File: config.mk
export PLATFORM = sky130hd
export DESIGN_NAME = xtalk_sweep_seq
export DESIGN_NICKNAME = d
export VERILOG_FILES = /design/src/rtl/xts_pkg.sv /design/src/rtl/xts_prbs_bank.sv /design/src/rtl/xts_chan_map.sv /design/src/rtl/xts_step_ctrl.sv /design/src/rtl/xts_power_reg.sv /design/src/rtl/xtalk_sweep_seq.sv
export SDC_FILE = /design/constraint.sdc
export NUM_CORES = 1
export LEC_CHECK = 0
export ABC_AREA = 0
export BUFFER_PORTS_ARGS = -buffer_cell sky130_fd_sc_hd__buf_2
export CORE_AREA = 8 8 288 290
export DETAILED_ROUTE_END_ITERATION = 16
export DIE_AREA = 0 0 296 298
export SYNTH_ARGS = -nofsm -noshare
export SYNTH_HDL_FRONTEND = slang
export SYNTH_SLANG_ARGS = --single-unit
File: constraint.sdc
create_clock -name clk -period 7.5 [get_ports clk]
set_input_delay 0.75 -clock clk [delete_from_list [all_inputs] [get_ports clk]]
set_output_delay 0.75 -clock clk [all_outputs]
set_load 0.02 [all_outputs]
File: src/rtl/xts_pkg.sv
package xts_pkg;

    localparam int LFSR_W = 7;

    typedef enum logic [1:0] {
        SW_IDLE = 2'd0,
        SW_RUN  = 2'd1,
        SW_DONE = 2'd2
    } sweep_state_e;

    // Outcome of the current observation window
    typedef struct packed {
        logic close;   // last cycle of the window
        logic clean;   // no mismatch seen in the window
    } verdict_t;

    // x^7 + x^6 + 1, shift toward MSB, feedback into LSB
    function automatic logic [LFSR_W-1:0] lfsr_step(input logic [LFSR_W-1:0] s);
        return {s[LFSR_W-2:0], s[LFSR_W-1] ^ s[LFSR_W-2]};
    endfunction

    function automatic logic [LFSR_W-1:0] lfsr_seed(input int g);
        return LFSR_W'(1) << (g % LFSR_W);
    endfunction

    // Order in which a column joins the active region
    function automatic int col_rank(input int c, input int mid);
        if (c == mid)      return 0;
        else if (c > mid)  return 2 * (c - mid) - 1;
        else               return 2 * (mid - c);
    endfunction

    // Checkerboard slot of a channel
    function automatic logic chan_phase(input int r, input int c);
        return ((r + c) % 2) != 0;
    endfunction

endpackage

File: src/rtl/xts_prbs_bank.sv
module xts_prbs_bank
    import xts_pkg::*;
#(
    parameter int NGEN = 4,
    parameter int ROWS = 3
) (
    input  logic                       clk,
    input  logic                       rst,
    output logic [NGEN-1:0][ROWS-1:0]  taps
);

    for (genvar g = 0; g < NGEN; g++) begin : g_gen
        logic [LFSR_W-1:0] s;

        always_ff @(posedge clk) begin
            if (rst) s <= lfsr_seed(g);
            else     s <= lfsr_step(s);
        end

        assign taps[g] = s[ROWS-1:0];

        // Generator must never fall into the all-zero lock state
        assert_lfsr_live_R4: assert property (@(posedge clk) disable iff (rst)
            s != '0);
    end

endmodule

File: src/rtl/xts_chan_map.sv
module xts_chan_map
    import xts_pkg::*;
#(
    parameter  int ROWS   = 3,
    parameter  int COLS   = 65,
    parameter  int NGEN   = 4,
    parameter  int STEP_W = 7,
    localparam int NCH    = ROWS * COLS
) (
    input  logic                      running,
    input  logic [STEP_W-1:0]         ncols,
    input  logic                      slot,
    input  logic                      center_bit,
    input  logic [NGEN-1:0][ROWS-1:0] gen_taps,
    output logic [NCH-1:0]            ch_active,
    output logic [NCH-1:0]            tx_strobe,
    output logic [NCH-1:0]            tx_bit
);

    localparam int CROW = ROWS / 2;
    localparam int CCOL = COLS / 2;

    for (genvar r = 0; r < ROWS; r++) begin : g_row
        for (genvar c = 0; c < COLS; c++) begin : g_col
            localparam int   CH   = r * COLS + c;
            localparam int   RANK = col_rank(c, CCOL);
            localparam logic PH   = chan_phase(r, c);
            logic src;

            if (r == CROW && c == CCOL) begin : g_ctr
                assign src = center_bit;
            end else begin : g_prbs
                assign src = gen_taps[c % NGEN][r];
            end

            assign ch_active[CH] = running && (ncols > STEP_W'(RANK));
            assign tx_strobe[CH] = ch_active[CH] && (slot == PH);
            assign tx_bit[CH]    = ch_active[CH] && src;
        end
    end

endmodule

File: src/rtl/xts_step_ctrl.sv
module xts_step_ctrl
    import xts_pkg::*;
#(
    parameter  int ROWS   = 3,
    parameter  int COLS   = 65,
    parameter  int WIN_W  = 24,
    parameter  int RX_LAT = 1,
    localparam int STEP_W = $clog2(COLS + 1),
    localparam int CNT_W  = $clog2(ROWS * COLS + 1)
) (
    input  logic              clk,
    input  logic              rst,
    input  logic              start,
    input  logic [WIN_W-1:0]  win_len,
    input  logic              cdata_q,
    input  logic              rx_data,
    output logic              running,
    output logic              done,
    output logic [STEP_W-1:0] ncols,
    output logic [CNT_W-1:0]  best,
    output logic [COLS-1:0]   tested,
    output logic [COLS-1:0]   passed
);

    sweep_state_e      state;
    logic [WIN_W-1:0]  wcnt;
    logic [WIN_W-1:0]  win_last;
    logic              err_acc;
    logic              exp_bit;
    logic              mismatch;
    verdict_t          vd;

    // Expected-data delay line: stage 0 is the already registered input
    logic [RX_LAT-1:0] line;
    assign line[0] = cdata_q;
    for (genvar i = 1; i < RX_LAT; i++) begin : g_dly
        always_ff @(posedge clk) begin
            if (rst) line[i] <= 1'b0;
            else     line[i] <= line[i-1];
        end
    end
    assign exp_bit  = line[RX_LAT-1];
    assign mismatch = rx_data ^ exp_bit;

    assign win_last = (win_len == '0) ? '0 : win_len - 1'b1;

    always_comb begin
        vd.close = (state == SW_RUN) && (wcnt == win_last);
        vd.clean = !(err_acc || mismatch);
    end

    always_ff @(posedge clk) begin
        if (rst) begin
            state   <= SW_IDLE;
            ncols   <= '0;
            wcnt    <= '0;
            err_acc <= 1'b0;
            best    <= '0;
            tested  <= '0;
            passed  <= '0;
        end else begin
            unique case (state)
                SW_IDLE, SW_DONE: begin
                    if (start) begin
                        state   <= SW_RUN;
                        ncols   <= STEP_W'(1);
                        wcnt    <= '0;
                        err_acc <= 1'b0;
                        best    <= '0;
                        tested  <= '0;
                        passed  <= '0;
                    end
                end
                SW_RUN: begin
                    if (vd.close) begin
                        wcnt                  <= '0;
                        err_acc               <= 1'b0;
                        tested[ncols - 1'b1]  <= 1'b1;
                        passed[ncols - 1'b1]  <= vd.clean;
                        if (!vd.clean) begin
                            state <= SW_DONE;
                            best  <= CNT_W'(ROWS * (int'(ncols) - 1));
                        end else if (ncols == STEP_W'(COLS)) begin
                            state <= SW_DONE;
                            best  <= CNT_W'(ROWS * COLS);
                        end else begin
                            ncols <= ncols + 1'b1;
                        end
                    end else begin
                        wcnt    <= wcnt + 1'b1;
                        err_acc <= err_acc | mismatch;
                    end
                end
                default: state <= SW_IDLE;
            endcase
        end
    end

    assign running = (state == SW_RUN);
    assign done    = (state == SW_DONE);

    assert_ncols_range_R5: assert property (@(posedge clk) disable iff (rst)
        running |-> (ncols >= STEP_W'(1)) && (ncols <= STEP_W'(COLS)));

    assert_ncols_step_R5: assert property (@(posedge clk) disable iff (rst)
        (running && $past(running)) |->
            ((ncols == $past(ncols)) || (ncols == $past(ncols) + 1'b1)));

    assert_tested_keep_R8: assert property (@(posedge clk) disable iff (rst)
        (running && $past(running)) |-> ((tested & $past(tested)) == $past(tested)));

endmodule

File: src/rtl/xts_power_reg.sv
module xts_power_reg #(
    parameter  int LEVELS = 15,
    localparam int PW     = $clog2(LEVELS)
) (
    input  logic          clk,
    input  logic          rst,
    input  logic          wr,
    input  logic [PW-1:0] din,
    output logic [PW-1:0] level
);

    localparam logic [PW-1:0] TOP = PW'(LEVELS - 1);

    always_ff @(posedge clk) begin
        if (rst)     level <= '0;
        else if (wr) level <= (din > TOP) ? TOP : din;
    end

    assert_pwr_cap_R9: assert property (@(posedge clk) disable iff (rst)
        level <= TOP);

    assert_pwr_hold_R9: assert property (@(posedge clk) disable iff (rst)
        !$past(wr) |-> $stable(level));

endmodule

File: src/rtl/xtalk_sweep_seq.sv
module xtalk_sweep_seq
    import xts_pkg::*;
#(
    parameter  int ROWS       = 3,
    parameter  int COLS       = 65,
    parameter  int NGEN       = 4,
    parameter  int WIN_W      = 24,
    parameter  int RX_LAT     = 1,
    parameter  int PWR_LEVELS = 15,
    localparam int NCH        = ROWS * COLS,
    localparam int PW         = $clog2(PWR_LEVELS),
    localparam int CNT_W      = $clog2(NCH + 1)
) (
    input  logic              clk,
    input  logic              rst,
    input  logic              sweep_start,
    input  logic [WIN_W-1:0]  win_len,
    input  logic              pwr_wr,
    input  logic [PW-1:0]     pwr_din,
    input  logic              center_data,
    input  logic              rx_data,
    output logic [NCH-1:0]    ch_active,
    output logic [NCH-1:0]    tx_strobe,
    output logic [NCH-1:0]    tx_bit,
    output logic [PW-1:0]     pwr_level,
    output logic              sweep_busy,
    output logic              sweep_done,
    output logic [CNT_W-1:0]  best_count,
    output logic [COLS-1:0]   step_tested,
    output logic [COLS-1:0]   step_passed
);

    localparam int STEP_W = $clog2(COLS + 1);
    localparam int CENTER = (ROWS / 2) * COLS + COLS / 2;

    logic                      slot;
    logic                      center_q;
    logic [STEP_W-1:0]         ncols;
    logic [NGEN-1:0][ROWS-1:0] gen_taps;

    always_ff @(posedge clk) begin
        if (rst) begin
            slot     <= 1'b0;
            center_q <= 1'b0;
        end else begin
            slot     <= ~slot;
            center_q <= center_data;
        end
    end

    xts_prbs_bank #(.NGEN(NGEN), .ROWS(ROWS)) u_prbs (
        .clk  (clk),
        .rst  (rst),
        .taps (gen_taps)
    );

    xts_step_ctrl #(.ROWS(ROWS), .COLS(COLS), .WIN_W(WIN_W), .RX_LAT(RX_LAT)) u_ctrl (
        .clk     (clk),
        .rst     (rst),
        .start   (sweep_start),
        .win_len (win_len),
        .cdata_q (center_q),
        .rx_data (rx_data),
        .running (sweep_busy),
        .done    (sweep_done),
        .ncols   (ncols),
        .best    (best_count),
        .tested  (step_tested),
        .passed  (step_passed)
    );

    xts_chan_map #(.ROWS(ROWS), .COLS(COLS), .NGEN(NGEN), .STEP_W(STEP_W)) u_map (
        .running    (sweep_busy),
        .ncols      (ncols),
        .slot       (slot),
        .center_bit (center_q),
        .gen_taps   (gen_taps),
        .ch_active  (ch_active),
        .tx_strobe  (tx_strobe),
        .tx_bit     (tx_bit)
    );

    xts_power_reg #(.LEVELS(PWR_LEVELS)) u_pwr (
        .clk   (clk),
        .rst   (rst),
        .wr    (pwr_wr),
        .din   (pwr_din),
        .level (pwr_level)
    );

    assert_slot_alt_R1: assert property (@(posedge clk) disable iff (rst)
        !$past(rst) |-> (slot != $past(slot)));

    assert_idle_dark_R2: assert property (@(posedge clk) disable iff (rst)
        !sweep_busy |-> ((ch_active == '0) && (tx_strobe == '0)));

    assert_center_on_R3: assert property (@(posedge clk) disable iff (rst)
        sweep_busy |-> ch_active[CENTER]);

endmodule

==> results.sh <==
export IMPL_run_status="finished with violations"
export IMPL_failed_checks="antenna violations"
export IMPL_postCtsSetupRepairBufs=0
export IMPL_die_h_um=298
export IMPL_grt_max_degree=73
export IMPL_num_nets_final=2390
export IMPL_drv_slew=0
export IMPL_slowest_stage="nor2_1"
export IMPL_synth_async_reset_ratio=0
export IMPL_seq_area_frac_synth=0.296
export IMPL_drc=0
export IMPL_routed_wl_mm=80.2
export IMPL_setup_viol=0
export IMPL_cp_arrival_ns=4.48
export IMPL_vdd_ir_drop_max_mv=0.158
export IMPL_start_util=0.178
export IMPL_antenna_found_initial=19
export IMPL_rsz0062_at_grt="false"
export IMPL_worst_setup_path_type="register to output pin"
export IMPL_ys_warn_count=0
export IMPL_routed_via_count=15100
export IMPL_fmax_mhz=191
export IMPL_cts_hold_buf=0
export IMPL_yosysUniqueCellTypes=76
export IMPL_worst_slew_pin_slew_ns=1.40
export IMPL_syn_to_final_growth_pct=31.1
export IMPL_track_usage=0.169
export IMPL_drtAntennaViolNets=1
export IMPL_nFillCells=8777
export IMPL_netlist_area_um2=13900
export IMPL_chipWidth_um=296
export IMPL_crit_path_start_kind="register"
export IMPL_min_period_ns=5.23
export IMPL_synth_seq_cells=206
export IMPL_clock_latency_ns=0.58
export IMPL_regArea_um2=4130
export IMPL_synth_main_ff_cell="dfxtp_1"
export IMPL_place_gp_congestion=0.890
export IMPL_clkSinkCount=206
export IMPL_routed_via_density=4.43
export IMPL_drv_cap=0
export IMPL_drive_gt1_frac=0.375
export IMPL_synth_nets=1892
export IMPL_syn_avg_cell_area_um2=7.61
export IMPL_cp_max_fo=12
export IMPL_cp_common_cell="nand2_1"
export IMPL_path_buf_inv=2
export IMPL_ios=763
export IMPL_tns_ns=0
export IMPL_timing_critical_path_to_type="output pin"
export IMPL_hpwlAfterDp_mm=63.0
export IMPL_finalHoldViolCount=0
export IMPL_p_per_area_nw_per_um2=151
export IMPL_portBuffers=762
export IMPL_post_drt_wl_per_cell_um=23.5
export IMPL_synth_edff_count=0
export IMPL_cts_tree="yes"
export IMPL_ctsHtreeMaxLevel=1
export IMPL_critPathMaxStageDelay_ns=0.88
export IMPL_drt_iter0_markers=1078
export IMPL_fin_area_um2=18300
export IMPL_period_share=0.698
export IMPL_dieArea_um2=88200
export IMPL_path_clk_slew_ns=0.06
export IMPL_cts_inserted_buffers=27
export IMPL_ctsResizeCount=0
export IMPL_gr_total_overflow=0
export IMPL_rows=103
export IMPL_drtPass1Iterations=5
export IMPL_crit_required_ns=6.75
export IMPL_crit_family="simple AND/OR/NAND/NOR gates"
export IMPL_first_global_vias=14600
export IMPL_p_leak_nw=9.05
export IMPL_core_um2=78400
export IMPL_clock_path_buffers=3
export IMPL_slew_headroom=0.0698
export IMPL_path_cells="clkinv_1 > nor3_1 > nand2_1 > nand2_1 > a21oi_1 > nor2_1 > o21a_1 > nor2b_1 > buf_2"
export IMPL_grt_pass1_wl_mm=110
export IMPL_dpl_cell_area_um2=17400
export IMPL_min_path_type="input pin to register"
export IMPL_worst_clock_skew_ns=0.0108
export IMPL_root_buffer="clkbuf_16"
export IMPL_multi_input_area_um2=7730
export IMPL_synthCells=1831
==> cells in the mapped netlist, types with 16 or more instances <==
cell type	n	share of area
nor2_1	133	0.036
o21a_1	76	0.041
dfxtp_1	206	0.30
o21ai_1	66	0.024
xor2_1	19	0.012
and3_1	23	0.010
nor3_1	43	0.015
inv_1	31	0.0084
clkbuf_1	86	0.023
nor2b_1	78	0.035
nand3_1	29	0.010
and2_1	272	0.12
or4_1	16	0.0086
buf_1	27	0.0073
ha_1	26	0.023
o21ai_0	41	0.015
buf_4	195	0.11
nand2_1	150	0.040
a21oi_1	58	0.021
xnor2_1	23	0.014
o211ai_1	70	0.038
==> metal layers <==
metal / GRT usage / wire length, um / vias to the layer above
met3: 0.0372 / 6330 / 127
met2: 0.287 / 38600 / 723
met4: 0.0545 / 2730 / 2
li1: - / - / 7029
met1: 0.211 / 32600 / 7210
met5: 0 / 13 / -
==> where the power goes <==
part / internal [mW] / switching, mW
clock network: 0.769 / 0.547
registers: 1.11 / 0.0242
logic: 0.101 / 0.212
total: 1.98 / 0.783
==> placed cells by master, fill, tap and decap left out, types with 47 or more instances in the layout <==
| cell | count |
|---|---|
| a21oi_1 | 47 |
| and2_1 | 272 |
| buf_2 | 762 |
| dfxtp_1 | 205 |
| nand2_1 | 150 |
| nor2_1 | 131 |
| nor2b_1 | 78 |
| o211ai_1 | 70 |
| o21a_1 | 76 |
| o21ai_1 | 67 |
==> worst register-to-register path: stages (launching register included) <==
cell      delay (ns)
dfxtp_1         0.48
xnor3_1         0.45
or4b_2          0.61
a2111o_1        0.43
or4_4           0.83
buf_4           0.50
nor3_4          0.41
a32o_1          0.22
==> through the flow <==
step	setup WS (ns)	total power, mW	hold WS, ns	utilization	instances
global route	2.01	2.89	0.399	0.233	3396
CTS	2.22	2.83	0.366	0.233	3396
global placement	2.08	1.46	0.418	0.222	3350
finish	2.27	2.76	0.430	0.233	3409
detailed placement	2.00	1.47	0.426	0.222	3350
floorplan	3.29	1.35	0.414	-	1831
==> logic make-up after synthesis <==
logic type,Yosys count,synth area share
compound gates,377,0.178
xor+xnor,43,0.0280
fa+ha+maj,27,0.0248
buf+inv,360,0.155
flops,206,0.296
mux,8,0.00584
simple gates,810,0.313
==> final cells by class <==
class	instances	share of cell area
sequential	206	0.226
clock inverter	10	0.00692
inverter	33	0.00678
tap	1050	0.0719
clock buffer	36	0.0410
antenna	13	0.00178
multi-input combinational	1265	0.423
timing repair buffer	796	0.223
==> worst paths after layout <==
kind	slack (ns)	endpoint	startpoint	cells past startpoint
max	2.27	tx_strobe[56]	u_ctrl.ncols[2]	9
min	0.43	center_q	center_data	2
min reg2reg	0.44	u_prbs.g_gen[2].s[5]	u_prbs.g_gen[2].s[4]	1
max reg2reg	3.52	u_ctrl.tested[56]	u_ctrl.wcnt[14]	7
==> sequential cells by signal, indices dropped and copies added, names as in the netlist, 2 cells and up <==
register        count
u_ctrl.tested      65
u_prbs.g_gen.s     28
u_pwr.level         4
u_ctrl.best         8
u_ctrl.ncols        7
u_ctrl.state        2
u_ctrl.passed      65
u_ctrl.wcnt        24
(Power assumes the default switching activity.)
